[config.mk]
export PLATFORM = sky130hd
export DESIGN_NAME = da_filter
export DESIGN_NICKNAME = d
export VERILOG_FILES = /design/src/rtl/da_filt_pkg.sv /design/src/rtl/da_pos_counter.sv /design/src/rtl/da_pattern_track.sv /design/src/rtl/da_verdict.sv /design/src/rtl/da_filter.sv
export SDC_FILE = /design/constraint.sdc
export NUM_CORES = 1
export LEC_CHECK = 0
export CAP_MARGIN = 20
export CORE_AREA = 2 2 39 41
export CTS_CLUSTER_DIAMETER = 40
export DETAILED_ROUTE_END_ITERATION = 6
export DIE_AREA = 0 0 41 43
export DONT_BUFFER_PORTS = 1
export PLACE_DENSITY_LB_ADDON = 0.15
export SLEW_MARGIN = 30
export SYNTH_ARGS = -nofsm -noshare
export SYNTH_HDL_FRONTEND = slang
export SYNTH_SLANG_ARGS = --single-unit
[constraint.sdc]
create_clock -name clk -period 4.3 [get_ports clk]
set_clock_uncertainty 0.05 [all_clocks]
set_input_delay 0.86 -clock clk [delete_from_list [all_inputs] [get_ports clk]]
set_output_delay 0.86 -clock clk [all_outputs]
set_load 0.01 [all_outputs]
[src/rtl/da_filt_pkg.sv]
package da_filt_pkg;

    localparam int ADDR_BYTES = 6;
    localparam int CNT_W      = $clog2(ADDR_BYTES + 1);
    localparam int NUM_PAT    = 2;

    typedef logic [7:0]              octet_t;
    typedef logic [CNT_W-1:0]        pos_t;
    typedef logic [8*ADDR_BYTES-1:0] mac_t;

    localparam mac_t BCAST_ADDR   = '1;
    localparam pos_t ADDR_DONE    = pos_t'(ADDR_BYTES);

    typedef struct packed {
        logic   start;
        logic   fin;
        logic   vld;
        logic   err;
        octet_t data;
    } rx_beat_t;

    // Octet at wire position idx, most significant octet sent first.
    function automatic octet_t pick_octet(mac_t a, pos_t idx);
        int sh;
        if (int'(idx) >= ADDR_BYTES) return '0;
        sh = 8 * (ADDR_BYTES - 1 - int'(idx));
        return octet_t'(a >> sh);
    endfunction

endpackage

[src/rtl/da_pos_counter.sv]
module da_pos_counter
    import da_filt_pkg::*;
(
    input  logic     clk,
    input  logic     rst,
    input  rx_beat_t beat,
    output pos_t     pos
);
    always_ff @(posedge clk) begin
        if (rst)
            pos <= '0;
        else if (beat.start)
            pos <= '0;
        else if (beat.vld && pos != ADDR_DONE)
            pos <= pos + pos_t'(1);
    end
endmodule

[src/rtl/da_pattern_track.sv]
module da_pattern_track
    import da_filt_pkg::*;
#(
    parameter mac_t PATTERN = '1
) (
    input  logic     clk,
    input  logic     rst,
    input  rx_beat_t beat,
    input  pos_t     pos,
    output logic     hit
);
    logic in_addr;
    assign in_addr = (pos != ADDR_DONE);

    always_ff @(posedge clk) begin
        if (rst)
            hit <= 1'b0;
        else if (beat.start)
            hit <= 1'b1;
        else if (beat.fin)
            hit <= 1'b0;
        else if (beat.vld && in_addr && beat.data != pick_octet(PATTERN, pos))
            hit <= 1'b0;
    end
endmodule

[src/rtl/da_verdict.sv]
module da_verdict
    import da_filt_pkg::*;
(
    input  logic     clk,
    input  logic     rst,
    input  rx_beat_t beat,
    input  pos_t     pos,
    input  logic     hit_any,
    output logic     frame_valid
);
    logic err_seen;

    always_ff @(posedge clk) begin
        if (rst)
            err_seen <= 1'b0;
        else if (beat.start)
            err_seen <= beat.err;
        else if (beat.err)
            err_seen <= 1'b1;
    end

    always_ff @(posedge clk) begin
        if (rst)
            frame_valid <= 1'b0;
        else
            frame_valid <= beat.fin && !beat.start && (pos == ADDR_DONE)
                           && hit_any && !err_seen && !beat.err;
    end
endmodule

[src/rtl/da_filter.sv]
module da_filter
    import da_filt_pkg::*;
#(
    parameter mac_t STATION_ADDR = 48'h000A3502AF9A
) (
    input  logic       clk,
    input  logic       rst,
    input  logic [7:0] rx_byte,
    input  logic       rx_byte_valid,
    input  logic       frame_start,
    input  logic       frame_end,
    input  logic       rx_err,
    output logic       frame_valid
);
    rx_beat_t           beat;
    pos_t               pos_cnt;
    logic [NUM_PAT-1:0] hits;

    assign beat = '{start: frame_start, fin: frame_end, vld: rx_byte_valid,
                    err: rx_err, data: rx_byte};

    da_pos_counter u_pos (
        .clk  (clk),
        .rst  (rst),
        .beat (beat),
        .pos  (pos_cnt)
    );

    for (genvar g = 0; g < NUM_PAT; g++) begin : g_pat
        localparam mac_t PAT = (g == 0) ? STATION_ADDR : BCAST_ADDR;
        da_pattern_track #(.PATTERN(PAT)) u_trk (
            .clk  (clk),
            .rst  (rst),
            .beat (beat),
            .pos  (pos_cnt),
            .hit  (hits[g])
        );
    end

    da_verdict u_verdict (
        .clk         (clk),
        .rst         (rst),
        .beat        (beat),
        .pos         (pos_cnt),
        .hit_any     (|hits),
        .frame_valid (frame_valid)
    );
endmodule

==> metrics, run 1 <==
# placed instances 88; vias 529; Routed Antenna Nets 0; Iter 0 DRT Violations 7; Synth Area in Compound Gates 23.2%; status finished clean; CP max stage delay 0.48 ns; drt wl/cell 15.0 microns; Post-Syn Area per Cell 8.15 sq um; Final Max Slew Viols 0; post-synthesis mux area share 0%; Worst Tran Pin Value 0.408 ns; # setup viols final 0; pwr/cell area 230 nW/um^2; fillers 145; CP required 4.41 ns; Area Growth Syn to Fin 5.39%; Die W 41 microns; Final nets 98; Multi-input gate area 425 sq um; antenna cells 0; Skew-Pair Late Insertion Delay 0.26 ns; Post-Synth Simple-Gate Area 28.4%; post-route minimum period 2.19 ns; WP data arrival 2.30 ns; CTS buffer count 3; library cells used by synthesis 34; Die H 43 microns; Total Die Area 1760 sq um; clk buf depth 2; clk sinks 7; dpl hpwl 1050 microns; number of global-route vias before repair 509; share of cells above drive strength 1 6.58%; peak supply drop 151 uV; ys flop type dfxtp_1; first-pass GRT wire length 2140 microns; cts hold-fix bufs 0; Worst slew margin 72.8%; combinational family with the most area after synthesis simple AND/OR/NAND/NOR gates; largest net degree at the start of global routing 13; Post-Synth XOR/XNOR Area 4.36%; kind of cell adding the most delay to the critical path compound AO/OA/AOI/OAI gates; Initial Util 43.6%; Post-synth ARST share 0%; max-cap check violation count 0; All-Layer GR Usage 17.9%; H-tree lvl count 1; Mapped Cells 74; PostCTS Resize Cnt 0; Core Region 1380 sq um; GRT Residual Overflow 0; postcts setup bufs 0; Yosys reg bits 7; Netlist Area Pre-Place 603 sq um; antenna violations before repair 0; slowest cell on the critical path dfxtp_1; endpoint type of the worst setup path flip-flop; Setup WS post-layout 2.11 ns; Setup WS pre-CTS 2.19 ns; DRC Markers 0; DR vias/cell 5.75; setup TNS 0 ns; Storage cell area 140 sq um; unrepaired setup endpoints after global routing no; critical-path cell list inv_1 > ha_1 > a2111oi_1 > o21ai_1 > a22o_1 > o41ai_2; critical path fanouts, max 9; Crit Path Class flip-flop to flip-flop; LEAKAGE 0.000258 uW; share of the yosys chip area belonging to registers 23.2%; Top Ports 15; CP startpoint kind flip-flop; EDFF count, synth 0; Cell Rows 14; syn_nets 95; period utilization 50.8%; I/O Buffers 0; clk root buf clkbuf_4; Hold Path Class flip-flop to flip-flop; Fmax achieved 457 MHz; routability cong. 0.699; yosys warns 0; Hold Vio Cnt, Final 0; Post-Layout Cell Count 92; CTS clk-pin slew, worst paths 0.06 ns; Bufs and invs on worst path 1; DRT Pass-1 Iters 4; fraction of the mapped netlist area in adder cells 14.5%; CTS tree yes; final WL 1380 microns
[power breakdown]
part           switching (uW)  internal [uW]
Combinational            7.57           7.55
Clock                    27.3           34.1
Sequential               2.47           67.3
Total                    37.4            109
[sequential cells by signal, summed over array words and instances, names as in the netlist]
signal	cells
u_pos.pos	3
g_pat.u_trk.hit	2
u_verdict.err_seen	1
u_verdict.frame_valid	1
[worst register-to-register path, delay by kind of cell (launching register included)]
kind	cells	cell delay, ns
DFF	1	0.48
AOI/OAI and AO/OA	4	1.06
buffers and inverters	1	0.14
adders and majority gates	1	0.36
[final cells by class]
| cell class | instances | area share (%) |
|---|---|---|
| Multi-Input combinational cell | 59 | 66.9 |
| Sequential cell | 7 | 22.0 |
| Clock buffer | 3 | 3.54 |
| Inverter | 6 | 3.54 |
| Tap cell | 16 | 3.15 |
| Clock inverter | 1 | 0.787 |
[layer usage]
metal	routed length (microns)	up-vias	GRT usage [%]
li1	-	278	-
met1	674	238	24.4
met2	629	13	25.0
met3	77	0	8.90
met4	0	0	4.00
met5	0	-	0
[stage by stage]
step                utilization, %  hold WS [ns]  instance area, sq um  power [uW]
floorplan                        -         0.348                   603        84.0
global placement              43.9         0.362                   608        86.1
detailed placement            43.9         0.366                   608        86.1
CTS                           45.9         0.384                   636         149
global route                  45.9         0.403                   636         153
finish                        45.9         0.376                   636         146
[layout by cell type (no fill, tap or decap), types with 4 or more instances in the layout]
cell      n
o21ai_0   4
a21oi_1   4
nor2_1    4
nor3_1    6
ha_1      7
dfxtp_1   7
nand2b_1  4
inv_1     6
[final timing paths]
kind	start	slack, ns	endpoint	cells after the start
max reg2reg	u_pos.pos[1]	2.11	g_pat[0].u_trk.hit	6
max	u_pos.pos[1]	2.11	g_pat[0].u_trk.hit	6
min	u_verdict.err_seen	0.38	u_verdict.frame_valid	1
min reg2reg	u_verdict.err_seen	0.38	u_verdict.frame_valid	1
[synthesized netlist by cell type (2+ instances only)]
cell / instances / area share [%]
ha_1: 7 / 15
nor4_1: 3 / 3.1
nor3_1: 6 / 5.0
inv_1: 6 / 3.7
nand2_1: 3 / 1.9
xnor2_1: 2 / 2.9
nor2_1: 4 / 2.5
a21oi_1: 4 / 3.3
o21ai_0: 4 / 3.3
dfxtp_1: 7 / 23
nand3_1: 2 / 1.7
nand2b_1: 4 / 4.1
[logic make-up after synthesis]
family	Yosys count
AO/OA/AOI/OAI	19
XOR/XNOR	3
adder cells (fa/ha/maj)	7
buffers and inverters	8
flip-flops	7
AND/OR/NAND/NOR	30
(Power assumes the default switching activity.)
==> inputs of run 2 (changes only) <==
- clock period: 4.3 -> 1.95 ns (I/O delays scaled with it)
==> metrics, run 2 (synthesis gave the netlist of run 1 again) <==
H-tree lvl count 1; clk sinks 7; Skew-Pair Late Insertion Delay 0.25 ns; setup TNS 0 ns; max-cap check violation count 0; WP data arrival 1.95 ns; Cell Rows 14; DR vias/cell 5.81; Hold Vio Cnt, Final 0; Total Die Area 1760 sq um; pwr/cell area 464 nW/um^2; Iter 0 DRT Violations 10; Net Sw Power 75.3 uW; Final Util 50.1%; Flop pwr share 47.1%; CTS tree yes; fillers 133; CTS clk-pin slew, worst paths 0.06 ns; Crit Path Class flip-flop to flip-flop; antenna violations before repair 0; peak supply drop 350 uV; first-pass GRT wire length 2210 microns; Comb pwr share 12.4%; Final nets 101; DRC Markers 0; vias 552; endpoint type of the worst setup path flip-flop; Core Region 1380 sq um; CTS buffer count 3; final WL 1370 microns; DRT Pass-1 Iters 4; # setup viols final 0; status finished clean; Routed Antenna Nets 0; All-Layer GR Usage 18.4%; I/O Buffers 0; most frequent cells in the layout inv_1 (6), nor3_1 (6), dfxtp_1 (6); largest net degree at the start of global routing 9; number of global-route vias before repair 521; Area Growth Syn to Fin 14.9%; dpl hpwl 1050 microns; drt wl/cell 14.5 microns; CP required 2.06 ns; # placed instances 91; critical path fanouts, max 8; Initial Util 43.6%; Largest register FFs 3; Die W 41 microns; Worst slew margin 74.3%; unrepaired setup endpoints after global routing no; Post-Layout Cell Count 95; LEAKAGE 0.000273 uW; period utilization 94.4%; postcts setup bufs 0; CP startpoint kind flip-flop; Top reg by flops u_pos.pos; routability cong. 0.694; share of cells above drive strength 1 17.7%; Top Ports 15; GRT Residual Overflow 0; clk buf depth 2; cts hold-fix bufs 0; P_int 246 uW; clk root buf clkbuf_4; antenna cells 0; Final Max Slew Viols 0; sw frac 23.4%; Hold Path Class input port to flip-flop; Worst Tran Pin Value 0.385 ns; biggest registers after layout u_pos.pos (3), g_pat.u_trk.hit (2); post-route minimum period 1.84 ns; PostCTS Resize Cnt 0; Die H 43 microns; Fmax achieved 543 MHz; clock network power share 40.5%
run 2: changes by cell type in the layout (fill, tap and decap cells not counted), sizes merged:
cell / delta
clkbuf: +1
buf: +3
clkinv: -1
run 2: power by group through the flow:
stage	Sequential, uW	Combinational, uW	Clock [uW]
floorplan	155	30.2	0
global placement	154	37.4	0
detailed placement	154	37.9	0
CTS	151	38.2	136
global route	152	44.8	148
finish	151	39.9	130
run 2: layer usage:
layer,global-route usage (%),vias to the layer above,wire [microns]
met1,26.9,249,681
met3,7.85,0,82
met5,0,-,0
li1,-,288,-
met4,6.00,0,0
met2,23.8,15,610
run 2: worst max-delay path: stages, from the launching register on:
cell,delay [ns]
dfxtp_1,0.30
buf_4,0.16
ha_2,0.21
a2111oi_2,0.36
o21ai_1,0.13
a22o_1,0.26
o41ai_2,0.29
run 2: path summary, 6_finish.rpt:
| kind | slack [ns] | to | cells past startpoint | startpoint |
|---|---|---|---|---|
| min | 0.15 | g_pat[1].u_trk.hit | 1 | rst |
| max reg2reg | 0.11 | g_pat[0].u_trk.hit | 6 | u_pos.pos[1] |
| min reg2reg | 0.37 | u_verdict.frame_valid | 1 | u_verdict.err_seen |
| max | 0.11 | g_pat[0].u_trk.hit | 6 | u_pos.pos[1] |
run 2: final cells by class:
class	count	area, sq um	share of cell area, %
multi-input combinational	59	460	66.4
sequential	7	141	20.4
timing repair buffer	3	22.5	3.25
clock buffer	4	26.3	3.79
inverter	6	22.5	3.25
tap	16	20.0	2.89
run 2: metrics by stage:
step	hold slack, ns	worst slack (ns)	power [uW]	area (sq um)
final	0.153	0.108	322	693
after global routing	0.138	0.000348	345	693
after CTS	0.149	0.0371	325	657
after detailed placement	0.358	0.0429	192	631
after global placement	0.365	0.0648	192	631
after floorplan	0.348	0.0330	185	603
